### config.mk
export PLATFORM = sky130hd
export DESIGN_NAME = keyload_top
export DESIGN_NICKNAME = d
export VERILOG_FILES = /design/src/rtl/keyload_pkg.sv /design/src/rtl/keyload_parity.sv /design/src/rtl/keyload_seq.sv /design/src/rtl/keyload_store.sv /design/src/rtl/keyload_top.sv
export SDC_FILE = /design/constraint.sdc
export NUM_CORES = 1
export LEC_CHECK = 0
export BUFFER_PORTS_ARGS = -buffer_cell sky130_fd_sc_hd__buf_2
export CORE_MARGIN = 2
export CORE_UTILIZATION = 30
export DETAILED_ROUTE_END_ITERATION = 10
export HOLD_SLACK_MARGIN = 0.1
export PLACE_DENSITY_LB_ADDON = 0.1
export SETUP_SLACK_MARGIN = 0.15
export SLEW_MARGIN = 25
export SYNTH_ARGS = -nofsm -noshare
export SYNTH_HDL_FRONTEND = slang
export SYNTH_HIERARCHICAL = 1
export SYNTH_SLANG_ARGS = --single-unit
### constraint.sdc
create_clock -name clk -period 4.9 [get_ports clk]
set_input_delay 0.245 -clock clk [delete_from_list [all_inputs] [get_ports clk]]
set_output_delay 0.245 -clock clk [all_outputs]
set_load 0.03 [all_outputs]
### src/rtl/keyload_pkg.sv
package keyload_pkg;
   // host-visible address decode
   typedef enum logic {
      ADDR_KEY = 1'b0,
      ADDR_CTL = 1'b1
   } kl_addr_e;

   // control register bit positions
   localparam int CTL_PEN_BIT   = 2;
   localparam int CTL_START_BIT = 6;
endpackage

### src/rtl/keyload_parity.sv
module keyload_parity #(
   parameter int BYTE_W  = 8,
   parameter int PAR_POS = 0,
   parameter bit ODD     = 1'b1,
   localparam int DW     = BYTE_W - 1
) (
   input  logic [BYTE_W-1:0] byte_in,
   output logic [DW-1:0]     data_bits,
   output logic              par_bad
);
   if (PAR_POS < 0 || PAR_POS >= BYTE_W) begin : g_bad_pos
      $error("keyload_parity: PAR_POS out of range");
   end

   // strip the parity bit out of the byte
   for (genvar i = 0; i < BYTE_W; i++) begin : g_strip
      if (i < PAR_POS) begin : g_lo
         assign data_bits[i] = byte_in[i];
      end else if (i > PAR_POS) begin : g_hi
         assign data_bits[i-1] = byte_in[i];
      end
   end

   if (ODD) begin : g_odd
      assign par_bad = ~(^byte_in);
   end else begin : g_even
      assign par_bad = ^byte_in;
   end
endmodule

### src/rtl/keyload_seq.sv
module keyload_seq #(
   parameter int BYTES = 8,
   localparam int CNT_W = $clog2(BYTES + 1)
) (
   input  logic             clk,
   input  logic             rst_n,
   input  logic             start,
   input  logic             byte_wr,
   output logic             accept,
   output logic [CNT_W-1:0] slot,
   output logic             key_req,
   output logic             key_valid
);
   localparam logic [CNT_W-1:0] LAST = CNT_W'(BYTES - 1);

   if (BYTES < 2) begin : g_bad_bytes
      $error("keyload_seq: BYTES must be at least 2");
   end

   logic [CNT_W-1:0] cnt_q;
   logic             req_q, valid_q;

   assign accept    = byte_wr & req_q & ~start;
   assign slot      = cnt_q;
   assign key_req   = req_q;
   assign key_valid = valid_q;

   always_ff @(posedge clk or negedge rst_n) begin
      if (!rst_n) begin
         cnt_q   <= '0;
         req_q   <= 1'b0;
         valid_q <= 1'b0;
      end else if (start) begin
         cnt_q   <= '0;
         req_q   <= 1'b1;
         valid_q <= 1'b0;
      end else if (accept) begin
         cnt_q <= cnt_q + 1'b1;
         if (cnt_q == LAST) begin
            req_q   <= 1'b0;
            valid_q <= 1'b1;
         end
      end
   end


   start_req_chk: assert property (@(posedge clk) disable iff (!rst_n)
      start |=> (key_req && !key_valid));


   last_byte_chk: assert property (@(posedge clk) disable iff (!rst_n)
      (accept && slot == LAST) |=> (!key_req && key_valid));


   mid_byte_chk: assert property (@(posedge clk) disable iff (!rst_n)
      (accept && slot != LAST) |=> (key_req && !key_valid));
endmodule

### src/rtl/keyload_store.sv
module keyload_store #(
   parameter int BYTES = 8,
   parameter int DW    = 7,
   localparam int KEY_W = BYTES * DW,
   localparam int CNT_W = $clog2(BYTES + 1)
) (
   input  logic             clk,
   input  logic             rst_n,
   input  logic             accept,
   input  logic [CNT_W-1:0] slot,
   input  logic [DW-1:0]    data_bits,
   output logic [KEY_W-1:0] key_out
);
   for (genvar k = 0; k < BYTES; k++) begin : g_slot
      logic [DW-1:0] slot_q;
      always_ff @(posedge clk or negedge rst_n) begin
         if (!rst_n)
            slot_q <= '0;
         else if (accept && slot == CNT_W'(k))
            slot_q <= data_bits;
      end
      // first byte lands in the most significant field
      assign key_out[KEY_W-1-k*DW -: DW] = slot_q;
   end


   key_hold_chk: assert property (@(posedge clk) disable iff (!rst_n)
      !accept |=> $stable(key_out));
endmodule

### src/rtl/keyload_top.sv
module keyload_top
   import keyload_pkg::*;
#(
   parameter int BYTES   = 8,
   parameter int BYTE_W  = 8,
   parameter int PAR_POS = 0,
   parameter bit ODD     = 1'b1,
   localparam int DW     = BYTE_W - 1,
   localparam int KEY_W  = BYTES * DW,
   localparam int CNT_W  = $clog2(BYTES + 1)
) (
   input  logic              clk,
   input  logic              rst_n,
   input  logic              bus_wr,
   input  logic              bus_rd,
   input  logic              bus_addr,
   input  logic [BYTE_W-1:0] bus_wdata,
   output logic [BYTE_W-1:0] bus_rdata,
   input  logic              pin_prog,
   input  logic              nk_pin,
   output logic              key_req,
   output logic              key_valid,
   output logic              kpe_n,
   output logic [KEY_W-1:0]  key_out
);
   if (BYTE_W <= CTL_START_BIT) begin : g_bad_w
      $error("keyload_top: BYTE_W too narrow for control bits");
   end

   logic             ctl_wr, byte_wr, start, accept, par_bad;
   logic             pen_q, perr_q;
   logic [CNT_W-1:0] slot;
   logic [DW-1:0]    data_bits;

   assign ctl_wr  = bus_wr & (bus_addr == ADDR_CTL);
   assign byte_wr = bus_wr & (bus_addr == ADDR_KEY);
   assign start   = pin_prog ? nk_pin : (ctl_wr & bus_wdata[CTL_START_BIT]);

   keyload_parity #(.BYTE_W(BYTE_W), .PAR_POS(PAR_POS), .ODD(ODD)) u_par (
      .byte_in   (bus_wdata),
      .data_bits (data_bits),
      .par_bad   (par_bad)
   );

   keyload_seq #(.BYTES(BYTES)) u_seq (
      .clk       (clk),
      .rst_n     (rst_n),
      .start     (start),
      .byte_wr   (byte_wr),
      .accept    (accept),
      .slot      (slot),
      .key_req   (key_req),
      .key_valid (key_valid)
   );

   keyload_store #(.BYTES(BYTES), .DW(DW)) u_store (
      .clk       (clk),
      .rst_n     (rst_n),
      .accept    (accept),
      .slot      (slot),
      .data_bits (data_bits),
      .key_out   (key_out)
   );

   always_ff @(posedge clk or negedge rst_n) begin
      if (!rst_n)
         pen_q <= 1'b0;
      else if (ctl_wr)
         pen_q <= bus_wdata[CTL_PEN_BIT];
   end

   // sticky over one load
   always_ff @(posedge clk or negedge rst_n) begin
      if (!rst_n)
         perr_q <= 1'b0;
      else if (start)
         perr_q <= 1'b0;
      else if (accept && par_bad)
         perr_q <= 1'b1;
   end

   assign kpe_n = ~(perr_q & pen_q);

   // key register has no read path
   always_comb begin
      bus_rdata = '0;
      if (bus_rd && bus_addr == ADDR_CTL)
         bus_rdata[CTL_PEN_BIT] = pen_q;
   end


   kpe_gate_chk: assert property (@(posedge clk) disable iff (!rst_n)
      !kpe_n |-> pen_q);


   no_key_leak_chk: assert property (@(posedge clk) disable iff (!rst_n)
      (bus_rd && bus_addr == ADDR_KEY) |-> (bus_rdata == '0));


   valid_after_req_chk: assert property (@(posedge clk) disable iff (!rst_n)
      $rose(key_valid) |-> $past(key_req));


   start_clears_chk: assert property (@(posedge clk) disable iff (!rst_n)
      start |=> kpe_n);
endmodule

==> metrics <==
Max FO, Critical Path=10; clock sinks=64; n_diodes=0; CTS root buffer=clkbuf_8; TritonRoute pass-1 iters=4; CP startpoint kind=primary input; maximum clock path buffer count=2; core footprint=8810 µm²; largest net degree at the start of global routing=65; Max stage delay on crit path=630 ps; setup bufs post-CTS=0; Hold Crit Class=primary input to async pin; Slew @ Worst Pin=809 ps; Synth async-reset ratio=1.00; nets@finish=278; GR Overflow Total=0; CP Data Required Time=5130 ps; Skew-Pair Late Insertion Delay=340 ps; Leak=1.79 nW; Setup TNS=0 ps; Layout Skew=5.38 ps; top cell type's share of synthesized area=0.584; worst setup path class=primary input to register; port bufs=74; Mapped Area=2740 µm²; Residual DRC=0; PD cells=505 nW/µm²; TritonCTS clock tree=built; Post-synth EDFFs=0; GRT Resource Usage Total=0.131; # hold bufs at CTS=0; largest cells by area after synthesis=dfrtp_1, mux2_2, buf_4; I/O Pins=82; relative max-transition margin=0.461; fin crit share=0.432; average wire per cell in the routed design=16.0 µm; Largest delay share family, worst path=simple AND/OR/NAND/NOR gates; worst path bufs/invs=1; vias in the first global route=1,693; status=complete, no violations; HPWL Detailed=4200 µm; Routed Antenna Nets=0; first-pass GRT wire length=9610 µm; Site Rows=34; Hold Vio Cnt, Final=0; final-report max-slew violation count=0; fin crit period=2120 ps; Ys Warns=6; ratio of cells with drive above 1 in the final layout=0.592; Max VDD drop=0.290 mV; CTS resizes=0; final setup violation count=0; Starting Density=0.312; Avg Cell Area, Syn=14.6 µm²; slowest CP cell=o21ai_0; RD Place Congestion=0.750; Fmax=473 MHz; Synth Register Bits=64; Area Overhead vs Synth=22.4%; CP arrival=2350 ps; Critical Path Sink Type=register; post-synth top area cell=dfrtp_1; unrepaired setup endpoints after global routing=no; CP Cell Sequence=buf_2 > nand3_1 > o21ai_0 > nor2_1 > nand3b_4 > nand2b_1 > mux2_2; die area=9930 µm²; vias per std cell=4.53; synth unique cells=30; Num CTS Buffers=9; clock transition at the registers of the reported paths=70 ps; initial antenna violation count=0; Max Cap Violations=0; Initial DRC Count=46; Min Hold Slack=68.7 ps; Synth Instances=188; H-tree Lvls=3; via count=1,698; sequential area share after synthesis=0.584; die span in x=99.6 µm; final WL=6010 µm; Main synth FF type=dfrtp_1; # fillers=866; Die H=99.6 µm
cell type report:
type / count / area (µm²) / area share
Clock buffer: 11 / 151 / 0.0451
Clock inverter: 5 / 55.1 / 0.0164
Multi-Input combinational cell: 112 / 1040 / 0.309
Sequential cell: 64 / 1600 / 0.477
Tap cell: 108 / 135 / 0.0402
Timing Repair Buffer: 75 / 378 / 0.113
registers in the layout, indices dropped and copies added, names as in the netlist:
signal and flops:
u_seq/slot 4, perr_q 1, pen_q 1, u_seq/key_req 1, u_store/g_slot.slot_q 56, u_seq/key_valid 1
power by group:
part           leakage [nW]  internal, W  total, W  switching [W]
clock                 0.101     0.000261  0.000465       0.000204
combinational         0.847     0.000181  0.000526       0.000345
sequential            0.845     0.000643  0.000706      0.0000633
worst register-to-register path: stages, from the launching register on:
cell and delay, ps:
dfrtp_1 430, nand2_2 120, nor2_1 260, nor3b_4 340, and3_1 400, mux2_2 380
routing by layer:
layer  vias to the layer above  part of all wire  global-route usage
met2                        60              0.44               0.191
met5                         -                 0                   0
met1                       847              0.46               0.166
met3                         8             0.085              0.0632
met4                         0             0.014              0.0537
li1                        783                 -                   -
path summary, 6_finish.rpt:
kind / startpoint / slack, ps / cells after the start / to
min reg2reg: u_store/g_slot[0].slot_q[0] / 500 / 1 / u_store/g_slot[0].slot_q[0]
max in group asynchronous: rst_n / 4290 / 2 / perr_q
max reg2reg: u_seq/key_req / 2870 / 5 / u_store/g_slot[3].slot_q[1]
min in group clk: pin_prog / 190 / 2 / perr_q
max: bus_wdata[6] / 2780 / 7 / u_store/g_slot[4].slot_q[6]
min: rst_n / 70 / 2 / u_store/g_slot[1].slot_q[0]
cell families after synthesis:
family / count (synthesis) / share of synthesized area
compound gates: 8 / 0.0187
xor+xnor: 9 / 0.0287
fa+ha+maj: 1 / 0.00456
buf+inv: 18 / 0.0465
flops: 64 / 0.584
mux: 57 / 0.235
other cells: 1 / 0.00137
simple gates: 30 / 0.0812
synthesized netlist by cell type (all sizes together), types with 2 or more instances:
cell and instances:
nor2 6, xnor2 7, nand2 8, and3 2, buf 17, o21ai 2
xor2 2, a21oi 2, a21o 2, nor3b 3, dfrtp 64, nand3 4
nand3b 3, mux2 57
cells in the final DEF, fill, tap and decap left out, types with 2 or more instances in the layout:
master / n
buf_2: 74
dfrtp_1: 64
mux2_2: 55
clkbuf_8: 11
conb_1: 7
xnor2_1: 7
nand2_1: 6
nor2_1: 5
nand3_1: 4
nor3b_4: 3
o21ai_0: 2
a21o_1: 2
clkinvlp_4: 2
clkinv_2: 2
nand2_2: 2
a21oi_1: 2
xor2_1: 2
nand3b_2: 2
per-stage QoR:
step,instance area [µm²],power [W],setup WS [ps],util,std cells
3_3_place_gp,3150,0.00125,2490,0.358,359
6_report,3360,0.00170,2780,0.381,375
3_5_place_dp,3150,0.00125,2370,0.358,359
4_1_cts,3360,0.00173,2760,0.381,375
5_1_grt,3360,0.00180,2600,0.381,375
2_1_floorplan,2770,0.00109,2890,-,194
No activity file was read; power rests on OpenSTA's default activity.
